<file path="src/rtl/chan_cmd_pkg.sv">
`timescale 1ns/1ps
package chan_cmd_pkg;
  localparam int CMD_OP_W = 4;
  localparam int CMD_CH_W = 4;
  localparam logic [CMD_OP_W-1:0] OP_TX_HALT  = 4'h1;
  localparam logic [CMD_OP_W-1:0] OP_TX_GRACE = 4'h2;
  localparam logic [CMD_OP_W-1:0] OP_TX_RESUME = 4'h3;
  localparam logic [CMD_OP_W-1:0] OP_RX_CLOSE = 4'h4;
endpackage

</file>
<file path="src/rtl/chan_cmd_reg.sv">
`timescale 1ns/1ps
module chan_cmd_reg
  import chan_cmd_pkg::*;
(
  input  logic                clk_i,
  input  logic                rst_ni,
  input  logic                wr_i,
  input  logic [CMD_OP_W-1:0] op_i,
  input  logic [CMD_CH_W-1:0] ch_i,
  input  logic                done_i,
  output logic                flg_o,
  output logic [CMD_OP_W-1:0] op_o,
  output logic [CMD_CH_W-1:0] ch_o
);
  always_ff @(posedge clk_i or negedge rst_ni) begin
    if (!rst_ni) begin
      flg_o <= 1'b0;
      op_o  <= '0;
      ch_o  <= '0;
    end else if (!flg_o) begin
      if (wr_i) begin
        flg_o <= 1'b1;
        op_o  <= op_i;
        ch_o  <= ch_i;
      end
    end else if (done_i) begin
      flg_o <= 1'b0;
    end
  end
endmodule

</file>
<file path="src/rtl/chan_tx_ctrl.sv">
`timescale 1ns/1ps
module chan_tx_ctrl #(
  parameter int TX_BDS = 8,
  localparam int PTR_W = (TX_BDS > 1) ? $clog2(TX_BDS) : 1
) (
  input  logic              clk_i,
  input  logic              rst_ni,
  input  logic              halt_i,
  input  logic              grace_i,
  input  logic              resume_i,
  input  logic              frame_end_i,
  input  logic [TX_BDS-1:0] bd_rdy_i,
  output logic              start_o,
  output logic              stopped_o,
  output logic              run_o,
  output logic              busy_o,
  output logic              grace_done_o,
  output logic [PTR_W-1:0]  ptr_o
);
  logic             end_now;
  logic             start_now;
  logic [PTR_W-1:0] ptr_nxt;

  assign ptr_nxt      = (ptr_o == PTR_W'(TX_BDS - 1)) ? '0 : ptr_o + 1'b1;
  assign end_now      = busy_o && frame_end_i;
  // graceful stop completes when idle or on the frame boundary
  assign grace_done_o = grace_i && (!busy_o || frame_end_i);
  assign start_now    = run_o && !busy_o && bd_rdy_i[ptr_o] && !halt_i && !grace_i;

  always_ff @(posedge clk_i or negedge rst_ni) begin
    if (!rst_ni) begin
      run_o     <= 1'b0;
      busy_o    <= 1'b0;
      ptr_o     <= '0;
      start_o   <= 1'b0;
      stopped_o <= 1'b0;
    end else begin
      start_o   <= start_now;
      stopped_o <= halt_i || grace_done_o;
      if (end_now) ptr_o <= ptr_nxt;
      if (halt_i || end_now) busy_o <= 1'b0;
      else if (start_now)    busy_o <= 1'b1;
      if (halt_i || grace_done_o) run_o <= 1'b0;
      else if (resume_i)          run_o <= 1'b1;
    end
  end
endmodule

</file>
<file path="src/rtl/chan_rx_ctrl.sv">
`timescale 1ns/1ps
module chan_rx_ctrl #(
  parameter int RX_BDS    = 4,
  parameter int BUF_BYTES = 16,
  localparam int PTR_W = (RX_BDS > 1) ? $clog2(RX_BDS) : 1,
  localparam int LEN_W = $clog2(BUF_BYTES + 1)
) (
  input  logic              clk_i,
  input  logic              rst_ni,
  input  logic              close_i,
  input  logic              byte_i,
  input  logic [RX_BDS-1:0] bd_rdy_i,
  output logic              close_o,
  output logic [PTR_W-1:0]  close_idx_o,
  output logic [LEN_W-1:0]  close_len_o,
  output logic [PTR_W-1:0]  ptr_o
);
  logic             cur_rdy;
  logic             take;
  logic             full;
  logic             do_close;
  logic [LEN_W-1:0] cnt_q;
  logic [LEN_W-1:0] cnt_nxt;
  logic [PTR_W-1:0] ptr_nxt;

  assign cur_rdy  = bd_rdy_i[ptr_o];
  assign take     = byte_i && cur_rdy;
  assign cnt_nxt  = cnt_q + LEN_W'(take);
  assign full     = take && (cnt_nxt == LEN_W'(BUF_BYTES));
  assign do_close = cur_rdy && (close_i || full);
  assign ptr_nxt  = (ptr_o == PTR_W'(RX_BDS - 1)) ? '0 : ptr_o + 1'b1;

  always_ff @(posedge clk_i or negedge rst_ni) begin
    if (!rst_ni) begin
      cnt_q       <= '0;
      ptr_o       <= '0;
      close_o     <= 1'b0;
      close_idx_o <= '0;
      close_len_o <= '0;
    end else begin
      close_o <= do_close;
      if (do_close) begin
        close_idx_o <= ptr_o;
        close_len_o <= cnt_nxt;
        ptr_o       <= ptr_nxt;
        cnt_q       <= '0;
      end else begin
        cnt_q <= cnt_nxt;
      end
    end
  end
endmodule

</file>
<file path="src/rtl/chan_cmd_ctrl.sv">
`timescale 1ns/1ps
module chan_cmd_ctrl
  import chan_cmd_pkg::*;
#(
  parameter int                  TX_BDS    = 8,
  parameter int                  RX_BDS    = 4,
  parameter int                  BUF_BYTES = 16,
  parameter logic [CMD_CH_W-1:0] CHAN_ID   = 4'h2,
  localparam int TXP_W = (TX_BDS > 1) ? $clog2(TX_BDS) : 1,
  localparam int RXP_W = (RX_BDS > 1) ? $clog2(RX_BDS) : 1,
  localparam int LEN_W = $clog2(BUF_BYTES + 1)
) (
  input  logic                clk_i,
  input  logic                rst_ni,
  input  logic                cmd_wr_i,
  input  logic [CMD_OP_W-1:0] cmd_op_i,
  input  logic [CMD_CH_W-1:0] cmd_ch_i,
  output logic                cmd_flg_o,
  input  logic [TX_BDS-1:0]   txbd_rdy_i,
  input  logic                tx_frame_end_i,
  output logic                tx_start_o,
  output logic                tx_stopped_o,
  output logic                tx_run_o,
  output logic [TXP_W-1:0]    txbd_ptr_o,
  input  logic [RX_BDS-1:0]   rxbd_rdy_i,
  input  logic                rx_byte_i,
  output logic                rx_close_o,
  output logic [RXP_W-1:0]    rx_close_idx_o,
  output logic [LEN_W-1:0]    rx_close_len_o,
  output logic [RXP_W-1:0]    rxbd_ptr_o
);
  logic [CMD_OP_W-1:0] cmd_op_q;
  logic [CMD_CH_W-1:0] cmd_ch_q;
  logic                hit;
  logic                sel_halt;
  logic                sel_grace;
  logic                sel_resume;
  logic                sel_close;
  logic                grace_done;
  logic                cmd_done;
  logic                tx_busy;

  assign hit        = cmd_flg_o && (cmd_ch_q == CHAN_ID);
  assign sel_halt   = hit && (cmd_op_q == OP_TX_HALT);
  assign sel_grace  = hit && (cmd_op_q == OP_TX_GRACE);
  assign sel_resume = hit && (cmd_op_q == OP_TX_RESUME);
  assign sel_close  = hit && (cmd_op_q == OP_RX_CLOSE);
  assign cmd_done   = !sel_grace || grace_done;

  chan_cmd_reg u_cmd (
    .clk_i  (clk_i),
    .rst_ni (rst_ni),
    .wr_i   (cmd_wr_i),
    .op_i   (cmd_op_i),
    .ch_i   (cmd_ch_i),
    .done_i (cmd_done),
    .flg_o  (cmd_flg_o),
    .op_o   (cmd_op_q),
    .ch_o   (cmd_ch_q)
  );

  chan_tx_ctrl #(.TX_BDS(TX_BDS)) u_tx (
    .clk_i        (clk_i),
    .rst_ni       (rst_ni),
    .halt_i       (sel_halt),
    .grace_i      (sel_grace),
    .resume_i     (sel_resume),
    .frame_end_i  (tx_frame_end_i),
    .bd_rdy_i     (txbd_rdy_i),
    .start_o      (tx_start_o),
    .stopped_o    (tx_stopped_o),
    .run_o        (tx_run_o),
    .busy_o       (tx_busy),
    .grace_done_o (grace_done),
    .ptr_o        (txbd_ptr_o)
  );

  chan_rx_ctrl #(.RX_BDS(RX_BDS), .BUF_BYTES(BUF_BYTES)) u_rx (
    .clk_i       (clk_i),
    .rst_ni      (rst_ni),
    .close_i     (sel_close),
    .byte_i      (rx_byte_i),
    .bd_rdy_i    (rxbd_rdy_i),
    .close_o     (rx_close_o),
    .close_idx_o (rx_close_idx_o),
    .close_len_o (rx_close_len_o),
    .ptr_o       (rxbd_ptr_o)
  );
endmodule

</file>
<file path="config.mk">
export PLATFORM = sky130hd
export DESIGN_NAME = chan_cmd_ctrl
export DESIGN_NICKNAME = d
export VERILOG_FILES = /design/src/rtl/chan_cmd_pkg.sv /design/src/rtl/chan_cmd_reg.sv /design/src/rtl/chan_tx_ctrl.sv /design/src/rtl/chan_rx_ctrl.sv /design/src/rtl/chan_cmd_ctrl.sv
export SDC_FILE = /design/constraint.sdc
export NUM_CORES = 1
export LEC_CHECK = 0
export CAP_MARGIN = 10
export CORE_MARGIN = 10
export CORE_UTILIZATION = 39
export DETAILED_ROUTE_END_ITERATION = 12
export PLACE_DENSITY = 0.69
export SLEW_MARGIN = 20
export SYNTH_ARGS = -nofsm -noshare
export SYNTH_HDL_FRONTEND = slang
export SYNTH_SLANG_ARGS = --single-unit
</file>
<file path="constraint.sdc">
create_clock -name clk_i -period 2.58 [get_ports clk_i]
set_input_delay 0.516 -clock clk_i [delete_from_list [all_inputs] [get_ports clk_i]]
set_output_delay 0.516 -clock clk_i [all_outputs]
set_load 0.005 [all_outputs]
</file>
==> results of run 1 <==
worst max-delay path: cells and delay by family:
| family | cells | cell delay, ns |
|---|---|---|
| simple gates | 3 | 0.52 |
| fa+ha+maj | 2 | 0.34 |
| mux | 2 | 0.56 |
| buf+inv | 2 | 0.27 |
| compound gates | 4 | 0.61 |
cell type report:
type                       instances  area, sq um
clock buffer                       7        76.32
multi-input combinational         92        835.8
fill                             303         1334
timing repair buffer              69        619.3
tap                               48        60.06
sequential                        31        775.7
inverter                           2        10.01
clock inverter                     1        5.005
cell usage after synthesis, drive strengths merged (2+ instances only):
cell	instances	area [sq um]
dfrtp	31	775.7
mux2	15	180.2
nor2	10	45.04
nand2	9	33.78
a21oi	7	38.79
and2	5	31.28
ha	5	62.56
o21ai	5	25.02
nand2b	4	25.02
nand3	3	15.01
or2	3	21.27
xor2	3	26.28
inv	2	7.500
mux4	2	45.04
nand3b	2	18.77
nor2b	2	12.51
nor3	2	10.01
nor4b	2	38.78
o21a	2	15.01
o32ai	2	17.52
repair_timing:
action | in CTS | in global routing
gates cloned | 0 | 0
buffers inserted | 15 | 2
resized for setup | 11 | 3
setup endpoints to repair | 10 | 10
pin swaps | 7 | 6
through the flow:
| stage | TNS (ns) | util |
|---|---|---|
| global route | -0.6175 | 0.6411 |
| floorplan | -0.03592 | - |
| finish | -0.1270 | 0.6411 |
| global placement | -3.910 | 0.5724 |
| CTS | -0.1583 | 0.6347 |
| detailed placement | -5.155 | 0.5724 |
worst paths after layout:
| check | endpoint | startpoint |
|---|---|---|
| worst max-delay path | u_rx.ptr_o[1]$_DFFE_PN0P_ | rxbd_rdy_i[0] |
| worst min-delay path | u_rx.close_len_o[2]$_DFFE_PN0P_ | u_rx.close_len_o[2]$_DFFE_PN0P_ |
| worst max register to register | u_rx.ptr_o[1]$_DFFE_PN0P_ | u_rx.ptr_o[1]$_DFFE_PN0P_ |
| worst min register to register | u_rx.close_len_o[2]$_DFFE_PN0P_ | u_rx.close_len_o[2]$_DFFE_PN0P_ |
| max in group asynchronous | u_rx.cnt_q[0]$_DFF_PN0_ | rst_ni |
| min in group asynchronous | u_rx.close_len_o[2]$_DFFE_PN0P_ | rst_ni |
sequential cells by signal, indices dropped and copies added, names as in the netlist:
register	flops
u_rx.close_idx_o	2
u_rx.cnt_q	5
u_rx.ptr_o	2
u_cmd.flg_o	1
u_tx.run_o	1
u_rx.close_len_o	5
u_tx.ptr_o	3
u_cmd.op_o	4
u_tx.busy_o	1
u_cmd.ch_o	4
u_tx.start_o	1
u_rx.close_o	1
u_tx.stopped_o	1
cells by family after synthesis:
logic type / count (synthesis) / synth area share
simple gates: 44 / 0.1781
compound gates: 21 / 0.08950
fa+ha+maj: 5 / 0.04105
xor+xnor: 4 / 0.02299
mux: 18 / 0.1543
flops: 31 / 0.5090
buf+inv: 2 / 0.004921
power breakdown:
group	switching (mW)	leakage (nW)	internal [mW]	total, mW
Clock	0.176	0.0422	0.189	0.365
Sequential	0.128	0.399	0.588	0.716
Combinational	0.284	0.606	0.470	0.754
Total	0.587	1.05	1.25	1.83
metal layers:
layer | track usage | vias up | routed length, um
met5 | 0 | - | 0
met4 | 0.05686 | 0 | 81
met3 | 0.05400 | 9 | 224
met2 | 0.2356 | 27 | 2241
met1 | 0.1290 | 605 | 1477
li1 | - | 606 | -
==> results.py, run 1 <==
metrics = {
    "status": {
        "status": "finished, violations left",
        "violations": "setup timing",
    },
    "clock_network": {
        "cts_buffer_depth": 2,
        "cts_tree": "built",
        "cts.sinks": 31,
        "cts_buffers": 5,
        "clk_latency_ns": 0.28,
        "cts_root_buffer": "clkbuf_8",
        "cts-htree-levels": 2,
        "clkTransAtPathRegs_ns": 0.07,
        "hold_buffers": 0,
    },
    "sta": {
        "tightestPinTransition_ns": 0.6268,
        "fin_worst_skew_ns": 0.005776,
        "setup_viol": 4,
        "fin_crit_sh": 1.021,
        "slew_headroom": 0.5806,
        "finalCriticalPeriod_ns": 2.634,
        "hold_viol": 0,
        "holdWs_ns": 0.4937,
        "drv_slew": 0,
        "timing.final.ws_setup_ns": -0.05448,
        "rsz0062_at_grt": "true",
        "max_freq_ghz": 0.3796,
    },
    "floorplan": {
        "core-area_sq_mm": 0.003716,
        "initial_utilization": 0.4101,
        "die_h_um": 82.51,
        "dieArea_sq_mm": 0.006808,
        "io_pins": 42,
        "rows": 22,
        "die_x_um": 82.51,
    },
    "setup_path": {
        "cpPeakStageDelay_ns": 0.29,
        "r2r_slack_ns": -0.05,
        "crit_type": "in2reg",
        "worst_ep_arrival_time_ns": 2.80,
        "crit_fanout": 4,
        "reg2regPathDepth": 12,
        "slowest_stage": "mux2_4",
        "setup.worst_path.start_class": "input pin",
        "critPathRequiredTime_ns": 2.74,
        "cp-end-kind": "register",
        "crit_chain": "dlygate4sd2_1, mux2_4, o21a_1, and2_4, ha_4, ha_4, and2_4, a21oi_4, o32ai_4, a21oi_2, or2_4, inv_4, mux2_4",
    },
    "global_route": {
        "grt_first_pass_wirelength_mm": 6.658,
        "overflow": 0,
        "grt_pass1_vias": 1381,
        "antenna_found_initial": 0,
        "grt_max_degree": 32,
        "track_usage": 0.1307,
    },
    "place": {
        "routabilityCongestion": 0.8069,
        "place_area_sq_mm": 0.002127,
        "place_hpwl_mm": 2.953,
        "dp.cells": 226,
        "io_buffer_count": 41,
        "post-place-ws_ns": -0.6569,
    },
    "drt": {
        "detailedRoute.firstIterationViolations": 29,
        "first_pass_iters": 4,
        "wirelength_mm": 4.026,
        "drc": 0,
        "ant_nets": 0,
        "vias": 1247,
        "wl_per_cell_um": 16.10,
        "vias_per_cell": 4.988,
    },
    "pwr": {
        "power_mw": 1.835,
        "p_per_area_mw_per_mm2": 770.1,
        "leakage_nw": 1.047,
        "worst_ir_drop_vdd_mv": 0.4000,
    },
    "hold_path": {
        "hold_path.class": "reg2reg",
        "whs_path_depth": 1,
    },
    "synthesis": {
        "synthesis.area_sq_mm": 0.001524,
        "ys.flop_type": "dfrtp_1",
        "synth_edf_count": 0,
        "avgSynthCellArea_sq_um": 12.19,
        "syn-num-nets": 155,
        "syn_inst": 125,
        "synth_seq_area_share": 0.5090,
        "async_reset_ff_frac": 1.000,
        "yosysWarnings": 0,
        "ys_types": 37,
        "synth-seq-cells": 31,
    },
    "finish": {
        "antennaDiodeCount": 0,
        "stdcell_count": 250,
        "postLayoutCellArea_sq_mm": 0.002382,
        "final_common_cell": "clkdlybuf4s50_1",
        "final_cell_mix": "clkdlybuf4s50_1, dfrtp_1, buf_4",
        "syn2layout_area_growth_pct": 56.32,
        "drive_gt1_frac": 0.3614,
        "nets": 231,
    },
    "run": {
        "cap_violations": 0,
    },
}
Note: power is estimated with default switching activity, not from simulation.
==> inputs of run 2 (changes only) <==
- ABC_AREA: unset -> 1
- CORE_MARGIN: 10 -> 4
==> run 2 against run 1 <==
Flip-flop and latch count stayed put; the run now ends clean; critical path depth increased by 1; synthesized cell count grew 39%; critical path type unchanged; first-iteration DRC count grew 76%; largest power group is now sequential cells; sequential share of layout area increased by 4.5 points; cell count grew 9.6%; clock-buffer cell count rose by 1; combinational power shrank 27%; non-clock buffer count down 24; global-route usage rose by 0.54 points.
==> results.py, run 2 <==
metrics = {
    "status": {
        "status": "finished clean",
    },
    "finish": {
        "final_common_cell": "nand2_1",
        "syn2layout_area_growth_pct": 40.40,
        "fillers": 352,
        "antennaDiodeCount": 0,
        "drive_gt1_frac": 0.1062,
        "final_cell_mix": "nand2_1, clkdlybuf4s50_1, dfrtp_1",
        "postLayoutCellArea_sq_mm": 0.002096,
        "final_util": 0.5682,
        "nets": 255,
        "top_regs": "u_rx.close_len_o x5, u_rx.cnt_q x5",
    },
    "clock_network": {
        "cts.sinks": 31,
        "cts_buffers": 5,
        "cts_tree": "built",
        "cts_buffer_depth": 2,
        "postCtsSetupRepairBufs": 0,
        "clkTransAtPathRegs_ns": 0.07,
        "cts_root_buffer": "clkbuf_8",
        "cts-htree-levels": 2,
        "clk_latency_ns": 0.28,
        "hold_buffers": 0,
    },
    "synthesis": {
        "yosys.area.top_type": "dfrtp_1",
        "synth_top_area_frac": 0.5197,
        "yosysWarnings": 0,
        "async_reset_ff_frac": 1.000,
        "ys_top_cells_by_count": "nand2_1, dfrtp_1, nor2_1",
        "yosys-top-cells-area": "dfrtp_1, nand2_1, nor2_1",
        "syn-num-nets": 204,
        "ys.flop_type": "dfrtp_1",
        "synth-seq-cells": 31,
        "syn_inst": 174,
        "synth_edf_count": 0,
        "post-synth-top-count-cell": "nand2_1",
        "ys_types": 21,
        "synth_seq_area_share": 0.5197,
        "synthesis.area_sq_mm": 0.001493,
        "avgSynthCellArea_sq_um": 8.579,
    },
    "setup_path": {
        "worstSetupStartpoint": "rxbd_rdy_i[3]",
        "crit_fanout": 10,
        "r2r_slack_ns": 0.31,
        "critPathRequiredTime_ns": 2.76,
        "reg2reg_from": "u_rx.ptr_o[0]$_DFFE_PN0P_",
        "worst_ep_arrival_time_ns": 2.54,
        "cp-end-kind": "register",
        "crit_type": "in2reg",
        "setup.worst_path.start_class": "input pin",
        "reg2regPathDepth": 15,
        "timing.rr.end": "u_rx.cnt_q[1]$_DFF_PN0_",
    },
    "pwr": {
        "leakage_nw": 1.021,
        "p_per_area_mw_per_mm2": 796.0,
        "worst_ir_drop_vdd_mv": 0.4402,
        "power_mw": 1.668,
    },
    "global_route": {
        "overflow": 0,
        "grt_pass1_vias": 1223,
        "grt_first_pass_wirelength_mm": 5.299,
        "grt_max_degree": 32,
        "antenna_found_initial": 0,
        "track_usage": 0.1362,
    },
    "sta": {
        "fin_crit_sh": 0.9126,
        "hold_viol": 0,
        "fin_worst_skew_ns": 0.005724,
        "tightestPinTransition_ns": 0.4274,
        "slew_headroom": 0.7144,
        "rsz0062_at_grt": "false",
        "drv_slew": 0,
        "finalCriticalPeriod_ns": 2.354,
        "setup_viol": 0,
        "holdWs_ns": 0.4709,
        "max_freq_ghz": 0.4247,
    },
    "place": {
        "routabilityCongestion": 0.8689,
        "place_hpwl_mm": 2.241,
        "place_area_sq_mm": 0.001988,
        "io_buffer_count": 41,
    },
    "drt": {
        "detailedRoute.firstIterationViolations": 51,
        "dr_wl_met3_um": 192,
        "wl_per_cell_um": 11.12,
        "route.met2.wl_mm": 1.464,
        "ant_nets": 0,
        "top_layer_used": "met4",
        "drc": 0,
        "met1Wirelength_mm": 1.334,
        "vias_per_cell": 4.642,
        "wirelength_mm": 3.047,
        "vias": 1272,
        "first_pass_iters": 4,
    },
    "floorplan": {
        "io_pins": 42,
        "die_x_um": 69.87,
        "die_h_um": 69.87,
        "core-area_sq_mm": 0.003689,
        "rows": 22,
        "initial_utilization": 0.4047,
        "dieArea_sq_mm": 0.004881,
    },
    "hold_path": {
        "min-delay-start": "u_rx.close_len_o[0]$_DFFE_PN0P_",
        "whs_path_depth": 2,
        "hold_end": "u_rx.close_len_o[0]$_DFFE_PN0P_",
        "hold_path.class": "reg2reg",
    },
    "run": {
        "cap_violations": 0,
    },
}
==> run 2: cell count changes after synthesis, sizes merged, moves of 4 or more <==
cell    change
nand3      +14
nor2       +15
o21ai       +5
and2        -5
nand2b      -4
nand2      +37
inv        +22
mux2       -10
==> run 2: power breakdown <==
group	switching (mW)	total [mW]	leakage, nW	internal (mW)
sequential	0.100	0.696	0.390	0.595
clock	0.178	0.421	0.0515	0.243
combinational	0.273	0.551	0.580	0.278
==> run 2: worst max-delay path by stage <==
stage,to,slack (ns),cells past startpoint
floorplan,u_rx.cnt_q[4]$_DFF_PN0_,0.49,14
global placement,u_rx.cnt_q[0]$_DFF_PN0_,-0.09,14
detailed placement,u_rx.cnt_q[1]$_DFF_PN0_,-0.14,14
CTS,u_rx.cnt_q[1]$_DFF_PN0_,0.16,14
global route,u_rx.ptr_o[1]$_DFFE_PN0P_,0.04,15
finish,u_rx.cnt_q[1]$_DFF_PN0_,0.23,14
==> run 2: final cells by class <==
type / count / area, sq um / share of cell area
Clock buffer: 8 / 100.1 / 0.04776
Inverter: 24 / 92.59 / 0.04418
Multi-Input combinational cell: 118 / 626.9 / 0.2991
Sequential cell: 31 / 775.7 / 0.3701
Tap cell: 48 / 60.06 / 0.02866
Timing Repair Buffer: 45 / 440.4 / 0.2101
==> run 2: per-layer routing <==
layer,up-vias,track usage
li1,651,-
met1,582,0.1577
met2,32,0.2235
met3,7,0.05324
met4,0,0.05745
met5,-,0
==> run 2: logic make-up after synthesis <==
group                      count (synthesis)  synth area share
muxes                                      5           0.03772
DFF                                       31            0.5197
buffers and inverters                     25           0.06538
AOI/OAI and AO/OA                         15           0.05197
adders and majority gates                  5           0.04191
xor gates and xnor gates                   1          0.005869
and+or+nand+nor                           92            0.2775
==> run 2: per-stage QoR <==
stage / instances / setup slack, ns / TNS [ns]
global route: 274 / 0.04406 / 0
finish: 274 / 0.2256 / 0
CTS: 274 / 0.1631 / 0
global placement: 266 / -0.09168 / -1.212
floorplan: 174 / 0.4917 / 0
detailed placement: 266 / -0.1390 / -1.857
==> run 2: repair_timing <==
action / 4_1_cts / 5_1_grt
endpoints found under the hold margin: 0 / 0
gates resized for setup: 0 / 1
setup endpoints to repair: 0 / 12
==> run 2: critical path, cell delays in order <==
cell,delay [ns]
clkdlybuf4s50_1,0.46
nand2_1,0.06
nand3_1,0.11
nand2_2,0.09
nor2_4,0.09
ha_1,0.17
ha_1,0.19
nand3_1,0.12
xor2_2,0.22
nand3_2,0.12
nand2_4,0.15
nand2_8,0.10
inv_4,0.09
nor2_1,0.04
==> inputs of run 3 (changes only) <==
- TNS_END_PERCENT: unset -> 100
==> results of run 3 <==
Same layout as run 2: the final DEF is identical, and so are final timing and power.
